`config.mk`:
```
export PLATFORM = sky130hd
export DESIGN_NAME = chop_ctrl
export DESIGN_NICKNAME = d
export VERILOG_FILES = /design/src/rtl/chop_pkg.sv /design/src/rtl/chop_blank.sv /design/src/rtl/chop_seq.sv /design/src/rtl/chop_gates.sv /design/src/rtl/chop_ctrl.sv
export SDC_FILE = /design/constraint.sdc
export NUM_CORES = 1
export LEC_CHECK = 0
export ABC_CLOCK_PERIOD_IN_PS = 2100
export BUFFER_PORTS_ARGS = -buffer_cell sky130_fd_sc_hd__buf_2
export CAP_MARGIN = 20
export CORE_MARGIN = 1
export CORE_UTILIZATION = 46
export DETAILED_ROUTE_END_ITERATION = 10
export GPL_TIMING_DRIVEN = 0
export PLACE_DENSITY = 0.62
export SLEW_MARGIN = 20
export SYNTH_ARGS = -nofsm -noshare
export SYNTH_HDL_FRONTEND = slang
export SYNTH_HIERARCHICAL = 1
export SYNTH_SLANG_ARGS = --single-unit
```
`constraint.sdc`:
```
create_clock -name clk -period 2.1 [get_ports clk]
set_input_delay 0.42 -clock clk [delete_from_list [all_inputs] [get_ports clk]]
set_output_delay 0.42 -clock clk [all_outputs]
set_load 0.005 [all_outputs]
```
`src/rtl/chop_pkg.sv`:
```
package chop_pkg;

    typedef enum logic [2:0] {
        PH_IDLE,
        PH_ON,
        PH_FAST,
        PH_DEAD,
        PH_SLOW
    } chop_ph_e;

    typedef struct packed {
        logic hi_a;
        logic lo_a;
        logic hi_b;
        logic lo_b;
        logic sr;
    } gate_t;

    function automatic logic in_off(input chop_ph_e p);
        return (p == PH_FAST) || (p == PH_DEAD) || (p == PH_SLOW);
    endfunction

endpackage

```
`src/rtl/chop_blank.sv`:
```
module chop_blank #(
    parameter int unsigned BLANK = 10,
    localparam int unsigned BW = $clog2(BLANK + 1)
) (
    input  logic clk,
    input  logic rst,
    input  logic load,
    output logic busy
);
    logic [BW-1:0] cnt;

    always_ff @(posedge clk) begin
        if (rst)
            cnt <= '0;
        else if (load)
            cnt <= BW'(BLANK);
        else if (cnt != '0)
            cnt <= cnt - 1'b1;
    end

    assign busy = (cnt != '0);
endmodule

```
`src/rtl/chop_seq.sv`:
```
module chop_seq
    import chop_pkg::*;
#(
    parameter int unsigned OFF_TICKS  = 300,
    parameter int unsigned FAST_TICKS = 90,
    parameter int unsigned DEAD_TICKS = 6,
    parameter bit          IS_DC      = 1'b0
) (
    input  logic     clk,
    input  logic     rst,
    input  logic     en,
    input  logic     trip,
    input  logic     blank_busy,
    input  logic     mode_slow,
    input  logic     dir,
    input  logic     zero_cur,
    output chop_ph_e st,
    output logic     dir_q,
    output logic     zero_seen,
    output logic     start_on
);
    localparam int unsigned TW = $clog2(OFF_TICKS + 1);
    localparam logic [TW-1:0] LAST_OFF = TW'(OFF_TICKS - 1);
    localparam logic [TW-1:0] FAST_END = TW'(FAST_TICKS - 1);
    localparam logic [TW-1:0] DEAD_END = TW'(FAST_TICKS + DEAD_TICKS - 1);
    localparam bit MIXED = !IS_DC;

    chop_ph_e      nxt;
    chop_ph_e      first_ph;
    logic [TW-1:0] tcnt;
    logic          trip_ok;

    generate
        if (IS_DC) begin : g_dc
            assign first_ph = mode_slow ? PH_SLOW : PH_FAST;
        end else begin : g_step
            assign first_ph = PH_FAST;
        end
    endgenerate

    assign trip_ok = (st == PH_ON) && !blank_busy && trip;

    always_comb begin
        nxt = st;
        if (!en) begin
            nxt = PH_IDLE;
        end else begin
            case (st)
                PH_IDLE: nxt = PH_ON;
                PH_ON:   if (trip_ok) nxt = first_ph;
                PH_FAST: begin
                    if (MIXED && tcnt == FAST_END) nxt = PH_DEAD;
                    else if (tcnt == LAST_OFF)     nxt = PH_ON;
                end
                PH_DEAD: if (tcnt == DEAD_END) nxt = PH_SLOW;
                PH_SLOW: if (tcnt == LAST_OFF) nxt = PH_ON;
                default: nxt = PH_IDLE;
            endcase
        end
    end

    assign start_on = (nxt == PH_ON) && (st != PH_ON);

    always_ff @(posedge clk) begin
        if (rst) begin
            st        <= PH_IDLE;
            tcnt      <= '0;
            dir_q     <= 1'b0;
            zero_seen <= 1'b0;
        end else begin
            st <= nxt;
            if (trip_ok) begin
                tcnt      <= '0;
                dir_q     <= dir;
                zero_seen <= 1'b0;
            end else if (in_off(st)) begin
                tcnt <= tcnt + 1'b1;
                if (zero_cur) zero_seen <= 1'b1;
            end
        end
    end
endmodule

```
`src/rtl/chop_gates.sv`:
```
module chop_gates
    import chop_pkg::*;
(
    input  logic     en,
    input  chop_ph_e st,
    input  logic     dir,
    input  logic     dir_q,
    input  logic     zero_seen,
    output gate_t    g
);
    always_comb begin
        g = '0;
        if (en) begin
            case (st)
                PH_ON: begin
                    if (dir) begin
                        g.hi_a = 1'b1;
                        g.lo_b = 1'b1;
                    end else begin
                        g.hi_b = 1'b1;
                        g.lo_a = 1'b1;
                    end
                end
                PH_FAST: begin
                    if (!zero_seen) begin
                        g.sr = 1'b1;
                        if (dir_q) begin
                            g.hi_b = 1'b1;
                            g.lo_a = 1'b1;
                        end else begin
                            g.hi_a = 1'b1;
                            g.lo_b = 1'b1;
                        end
                    end
                end
                PH_SLOW: begin
                    if (!zero_seen) begin
                        g.sr   = 1'b1;
                        g.lo_a = 1'b1;
                        g.lo_b = 1'b1;
                    end
                end
                default: g = '0;
            endcase
        end
    end
endmodule

```
`src/rtl/chop_ctrl.sv`:
```
module chop_ctrl
    import chop_pkg::*;
#(
    parameter int unsigned OFF_TICKS  = 300,
    parameter int unsigned FAST_TICKS = 90,
    parameter int unsigned DEAD_TICKS = 6,
    parameter int unsigned BLANK_STEP = 10,
    parameter int unsigned BLANK_DC   = 30,
    parameter bit          IS_DC      = 1'b0
) (
    input  logic clk,
    input  logic rst,
    input  logic en,
    input  logic dir,
    input  logic trip,
    input  logic mode_slow,
    input  logic zero_cur,
    output logic hi_a,
    output logic lo_a,
    output logic hi_b,
    output logic lo_b,
    output logic sr_en
);
    localparam int unsigned BLANK = IS_DC ? BLANK_DC : BLANK_STEP;

    chop_ph_e st;
    logic     blank_busy;
    logic     start_on;
    logic     dir_q;
    logic     zero_seen;
    gate_t    g;

    chop_blank #(.BLANK(BLANK)) u_blank (
        .clk  (clk),
        .rst  (rst),
        .load (start_on),
        .busy (blank_busy)
    );

    chop_seq #(
        .OFF_TICKS  (OFF_TICKS),
        .FAST_TICKS (FAST_TICKS),
        .DEAD_TICKS (DEAD_TICKS),
        .IS_DC      (IS_DC)
    ) u_seq (
        .clk        (clk),
        .rst        (rst),
        .en         (en),
        .trip       (trip),
        .blank_busy (blank_busy),
        .mode_slow  (mode_slow),
        .dir        (dir),
        .zero_cur   (zero_cur),
        .st         (st),
        .dir_q      (dir_q),
        .zero_seen  (zero_seen),
        .start_on   (start_on)
    );

    chop_gates u_gates (
        .en        (en && !rst),
        .st        (st),
        .dir       (dir),
        .dir_q     (dir_q),
        .zero_seen (zero_seen),
        .g         (g)
    );

    assign hi_a  = g.hi_a;
    assign lo_a  = g.lo_a;
    assign hi_b  = g.hi_b;
    assign lo_b  = g.lo_b;
    assign sr_en = g.sr;
endmodule

```
# Word level (Yosys, flattened, before mapping)
# Cells that the tools add are included.
totals:
  reg_bits: 18
  out_inout_bits: 5
  inputBits: 7
classes:
  n_mux: 21
  n_eq_ne: 9
  n_reduce_logical: 14
  n_addsub: 2
ops:
  columns: ["operator", "count"]
  rows:
  - ["$eq A9 B7 Y1 const B", 2]
  - ["$mux W3", 5]
  - ["$pmux W3 S5", 1]
  - ["$mux W5", 2]
  - ["$add A9 B1 Y9 const B", 1]
  - ["$eq A9 B9 Y1 const B", 1]
  - ["$mux W4", 2]
  - ["$eq A3 B1 Y1 const B", 2]
  - ["$eq A3 B2 Y1 const B", 2]
  - ["$mux W2", 3]
  - ["$pmux W1 S2", 3]
  - ["$pmux W1 S3", 2]
  - ["$logic_and A1 B1 Y1", 4]
  - ["$reduce_bool A4 Y1", 1]
  - ["$reduce_or A2 Y1", 2]
  - ["$sub A4 B1 Y4 const B", 1]
  - ["$eq A3 B3 Y1 const B", 1]
  - ["$logic_not A3 Y1", 1]
  - ["$mux W1", 3]
  - ["$ne A3 B1 Y1 const B", 1]
  - ["$logic_not A1 Y1", 2]
  - ["$logic_or A1 B1 Y1", 2]
  - ["$reduce_and A2 Y1", 1]
  - ["$reduce_bool A2 Y1", 1]

# Longest topological paths before layout
depth:
  ltp_word: 10
  ltp_mapped: 7
  mapped_depth_nobuf: 6

# Modules after synthesis
# The synthesis kept the hierarchy.
modules_own_cells:
  columns: ["module", "seq_area_each_um2", "cells_per_inst", "area_per_inst_um2", "instances"]
  rows:
  - ["chop_seq", 280.3, 87, 760.7, 1]
  - ["chop_blank", 80.1, 18, 166.4, 1]
  - ["chop_gates", 0.0, 19, 125.1, 1]
  - ["chop_ctrl", 0.0, 1, 13.8, 1]

# Worst setup path before layout
# No wires, ideal clock.
synth_timing:
  kind: "flip-flop to flip-flop"
  start: "register u_seq.tcnt[3]"
  end: "register u_blank.cnt[3]"
  setup_time_ns: 0.078
  path_slack_ns: 0.251
  arrival_time_ns: 1.771
  stages_incl_launch_ff: 7
  synth_period_minus_slack_ns: 1.849
  path_cell_list: "dfxtp_1 and4bb_2 nand4_1 maj3_1 nor3b_1 nor4_1 nor3_1"
synth_via:
  elab_chain_cells: 8
synth_lines:
  columns: ["element", "line", "text"]
  rows:
  - ["start: declaration", "chop_seq.sv:30", "logic [TW-1:0] tcnt;"]
  - ["start signal: assignment", "chop_seq.sv:77", "tcnt <= tcnt + 1'b1;"]
  - ["$eq A9 B9 Y1", "chop_seq.sv:53, chop_seq.sv:56", null]
  - ["$mux W3", "chop_seq.sv:53, chop_seq.sv:56", null]
  - ["$mux W3", "chop_seq.sv:52", "if (MIXED && tcnt == FAST_END) nxt = PH_DEAD;"]
  - ["$pmux W3 S5 *", "chop_seq.sv:48", "case (st)"]
  - ["$mux W3 *", "chop_seq.sv:45", "if (!en) begin"]
  - ["$eq A3 B1 Y1 *", "chop_seq.sv:62", "assign start_on = (nxt == PH_ON) && (st != PH_ON);"]
  - ["$logic_and A1 B1 Y1 *", "chop_seq.sv:62", null]
  - ["named net start_on", "chop_ctrl.sv:28", "logic start_on;"]
  - ["$mux W4 / $reduce_bool A2 Y1 (equally long branches)", null, null]
  - ["end signal: assignment", "chop_blank.sv:16", "cnt <= BW'(BLANK);"]
  - ["end signal: assignment", "chop_blank.sv:18", "cnt <= cnt - 1'b1;"]
  - ["end: declaration", "chop_blank.sv:10", "logic [BW-1:0] cnt;"]
# Mark *: on every way through the listed nets, which the timed path passes. The rest lies on a longest branch.
# A chain may end at the register's enable or synchronous reset.

# Worst setup path in the final report
layout_timing:
  start: "register u_seq.st[0]"
  end: "register u_seq.tcnt[0]"
layout_via:
  elab_chain_cells: 4
layout_lines:
  columns: ["element", "line", "text"]
  rows:
  - ["start: declaration", "chop_seq.sv:17", "output chop_ph_e st,"]
  - ["start signal: assignment", "chop_seq.sv:71", "st <= nxt;"]
  - ["$eq A3 B1 Y1", "chop_seq.sv:41", "assign trip_ok = (st == PH_ON) && !blank_busy && trip;"]
  - ["$logic_and A1 B1 Y1 (2 in a row)", "chop_seq.sv:41", null]
  - ["$reduce_or A2 Y1 (no source line)", null, null]
# Several ways; a longest one is shown, not always the timed one.

==> flow_metrics.py <==
metrics = {
    "logic_synthesis": {
        "synth_area_mm2": 0.001066,
        "synthXorXnorAreaFrac_pct": 6.573,
        "ys_ff_latch": 18,
        "synth_mux_area_share_pct": 1.878,
        "yosysWarnings": 6,
        "ys_seq_area_share_pct": 33.80,
        "synth_fp_nets": 134,
        "ys_types": 42,
        "synth_compound_area_share_pct": 17.49,
        "synth_top_family_by_area": "simple AND/OR/NAND/NOR gates",
        "syn_inst": 125,
        "yosys.area_share.simple_pct": 33.45,
        "synth_area_per_cell_um2": 8.528,
        "yosys.area_share.adder_pct": 3.286,
    },
    "drt": {
        "vias": 931,
        "drcViolationCount": 0,
        "post_drt_wl_per_cell_um": 12.34,
        "drtPass1Iterations": 4,
        "ant_nets": 0,
        "drtIter0Drc": 15,
        "drt_wl_total_mm": 2.060,
        "viasPerCell": 5.575,
    },
    "clocking": {
        "clk_pin_slew_ns": 0.11,
        "clk_latency_ns": 0.29,
        "post_cts_buffers": 0,
        "cts_buffers": 3,
        "max-clock-path-buffers": 2,
        "cts_sinks": 18,
        "cts_tree": "built",
        "clockRootBuffer": "clkbuf_4",
        "htreeDepth": 1,
        "cts_hold_buf": 0,
    },
    "finish": {
        "fin_cells": 167,
        "multi_input_area_um2": 679.4,
        "num_antenna_cells": 0,
        "final_util_pct": 54.71,
        "fill_cells": 216,
        "seqCellArea_um2": 360.3,
        "drive_above_1_share_pct": 17.99,
        "syn_to_final_growth_pct": 12.44,
        "nets": 149,
    },
    "worst_setup_path": {
        "worstSetupEndpointType": "flip-flop",
        "crit_fanout": 12,
        "critPathSlowestCell": "dfxtp_1",
        "r2r-start": "u_seq/st[0]",
        "crit_arrival_ns": 2.10,
        "cp.required_ns": 2.27,
        "worst_path_dominant_cell_family": "simple AND/OR/NAND/NOR gates",
        "start_kind": "flip-flop",
        "crit_chain": "nand3b_1 > or3_1 > nand2b_1 > clkbuf_1 > nor2_1",
        "path_buf_inv": 1,
        "critPathLaunch": "u_seq/st[0]",
        "slowest_delay_ns": 0.63,
        "path_class": "flip-flop to flip-flop",
    },
    "power": {
        "power_leakage_nw": 0.4068,
        "ir_drop_mv": 0.3457,
        "finalPower_mw": 0.6529,
        "p_per_area_mw_per_mm2": 544.7,
    },
    "sta": {
        "min_period_ns": 1.931,
        "drv_slew": 0,
        "setup_viol_count_final": 0,
        "period_share_pct": 91.96,
        "finalClockSkew_ns": 0.004560,
        "setup_tns_ns": 0,
        "fmax_mhz": 517.8,
        "fin_ws_ns": 0.1688,
        "slew_headroom_pct": 68.72,
        "worstMarginPinSlew_ns": 0.4686,
        "final-hold-violation-count": 0,
    },
    "global_route": {
        "grt_pass1_vias": 811,
        "grt_max_degree": 14,
        "antenna_found_initial": 0,
        "grt_pass1_wl_mm": 3.512,
        "overflow": 0,
        "track_usage_pct": 18.25,
    },
    "floorplan": {
        "die_h_um": 50.14,
        "die-width_um": 50.14,
        "core_area_mm2": 0.002191,
        "row_count": 17,
        "start_util_pct": 48.66,
        "ios": 12,
        "die_area_mm2": 0.002514,
    },
    "worst_hold_path": {
        "worstHoldStart": "zero_cur",
        "min_path_type": "input port to flip-flop",
    },
    "placed_design": {
        "dp_hpwl_mm": 1.492,
        "dp.cells": 163,
        "pre_cts_slack_ns": -0.004107,
        "io_buffer_count": 10,
        "gp_congestion": 0.7704,
    },
    "job": {
        "drv_cap": 0,
    },
    "outcome": {
        "run_status": "finished clean",
    },
}
per-stage QoR:
stage	hold slack, ns	cell area [µm²]
finish	0.3601	1199
global route	0.3747	1199
CTS	0.3517	1192
detailed placement	0.5125	1151
global placement	0.5021	1151
floorplan	0.4776	1066
area by class of cell:
| type | instances | area share [%] |
|---|---|---|
| Multi-Input combinational cell | 99 | 56.68 |
| Sequential cell | 18 | 30.06 |
| Timing Repair Buffer | 10 | 4.175 |
| Clock buffer | 4 | 3.027 |
| Tap cell | 28 | 2.923 |
| Buffer | 3 | 1.566 |
| Inverter | 5 | 1.566 |
metal layers:
layer	part of all wire, %	vias up	track usage (%)	wire length, µm
li1	-	482	-	-
met4	0.44	0	7.143	9
met2	45	14	27.56	936
met3	2.5	2	3.636	52
met1	52	433	25.23	1062
met5	0	-	0	0
sequential cells by signal, indices dropped and copies added, names as in the netlist:
register         count
u_seq/dir_q          1
u_seq/tcnt           9
u_seq/zero_seen      1
u_seq/st             3
u_blank/cnt          4
timing repair:
item	in CTS	in global routing
gates cloned	0	0
pin swaps	0	0
endpoints found under the setup margin	1	1
resized for setup	1	1
endpoints found under the hold margin	0	0
path summary, 6_finish.rpt:
check | endpoint | slack [ns] | cells past startpoint
worst max-delay path | u_seq/tcnt[0] | 0.17 | 5
worst min-delay path | u_seq/zero_seen | 0.36 | 3
worst max register to register | u_seq/tcnt[0] | 0.17 | 5
worst min register to register | u_seq/dir_q | 0.53 | 2
layout by cell type (no fill, tap or decap), types with 3 or more instances in the layout:
cell / Yosys / layout
o21ai_0: 3 / 3
a211oi_1: 5 / 5
nor2_1: 18 / 18
a21oi_1: 6 / 6
nand3_1: 4 / 4
clkbuf_4: 0 / 3
nand2_1: 7 / 7
nand3b_1: 3 / 3
nand2b_1: 5 / 5
xnor2_1: 8 / 8
buf_2: 0 / 10
nor4_1: 3 / 3
nor3_1: 4 / 4
inv_1: 5 / 5
dfxtp_1: 18 / 18
where the power goes:
| part | leakage, nW | internal [mW] | switching [mW] |
|---|---|---|---|
| clock | 0.0210 | 0.106 | 0.110 |
| sequential | 0.146 | 0.351 | 0.0153 |
| combinational | 0.240 | 0.0338 | 0.0376 |
cells in the mapped netlist, drive strengths merged:
cell | n | share of area (%)
nor2b | 3 | 2.5
and4bb | 1 | 1.2
a31oi | 2 | 1.2
nor3b | 1 | 0.70
o32a | 1 | 0.94
clkbuf | 2 | 0.70
mux2i | 2 | 1.9
or4b | 1 | 0.94
a21oi | 6 | 2.8
nand2 | 7 | 2.5
nor3 | 5 | 2.8
nand3 | 4 | 1.9
and4 | 1 | 0.82
xnor2 | 8 | 6.6
o32ai | 2 | 1.6
nor4 | 3 | 1.8
maj3 | 1 | 0.94
a211oi | 5 | 3.5
nor2 | 20 | 8.0
nand3b | 3 | 2.1
a22oi | 1 | 0.70
buf | 1 | 1.1
nand4 | 2 | 1.2
inv | 5 | 1.8
or3b | 1 | 0.82
nand2b | 7 | 5.0
a31o | 1 | 0.82
a2111oi | 1 | 2.6
o21ai | 4 | 1.9
and2b | 1 | 0.70
o21a | 1 | 0.70
or3 | 1 | 0.59
ha | 2 | 2.3
a21boi | 1 | 0.70
dfxtp | 18 | 34
logic make-up (layout without fill, tap and decap cells):
logic type / count (synthesis) / in the layout
buf+inv: 8 / 22
compound gates: 25 / 25
simple gates: 61 / 61
xor+xnor: 8 / 8
mux: 2 / 2
fa+ha+maj: 3 / 3
flops: 18 / 18
tightest hold or removal path, stage by stage:
cell and delay (ns):
buf_2 0.07, a21oi_1 0.05, nor2_1 0.07
Power figures use the tool's default switching activity.
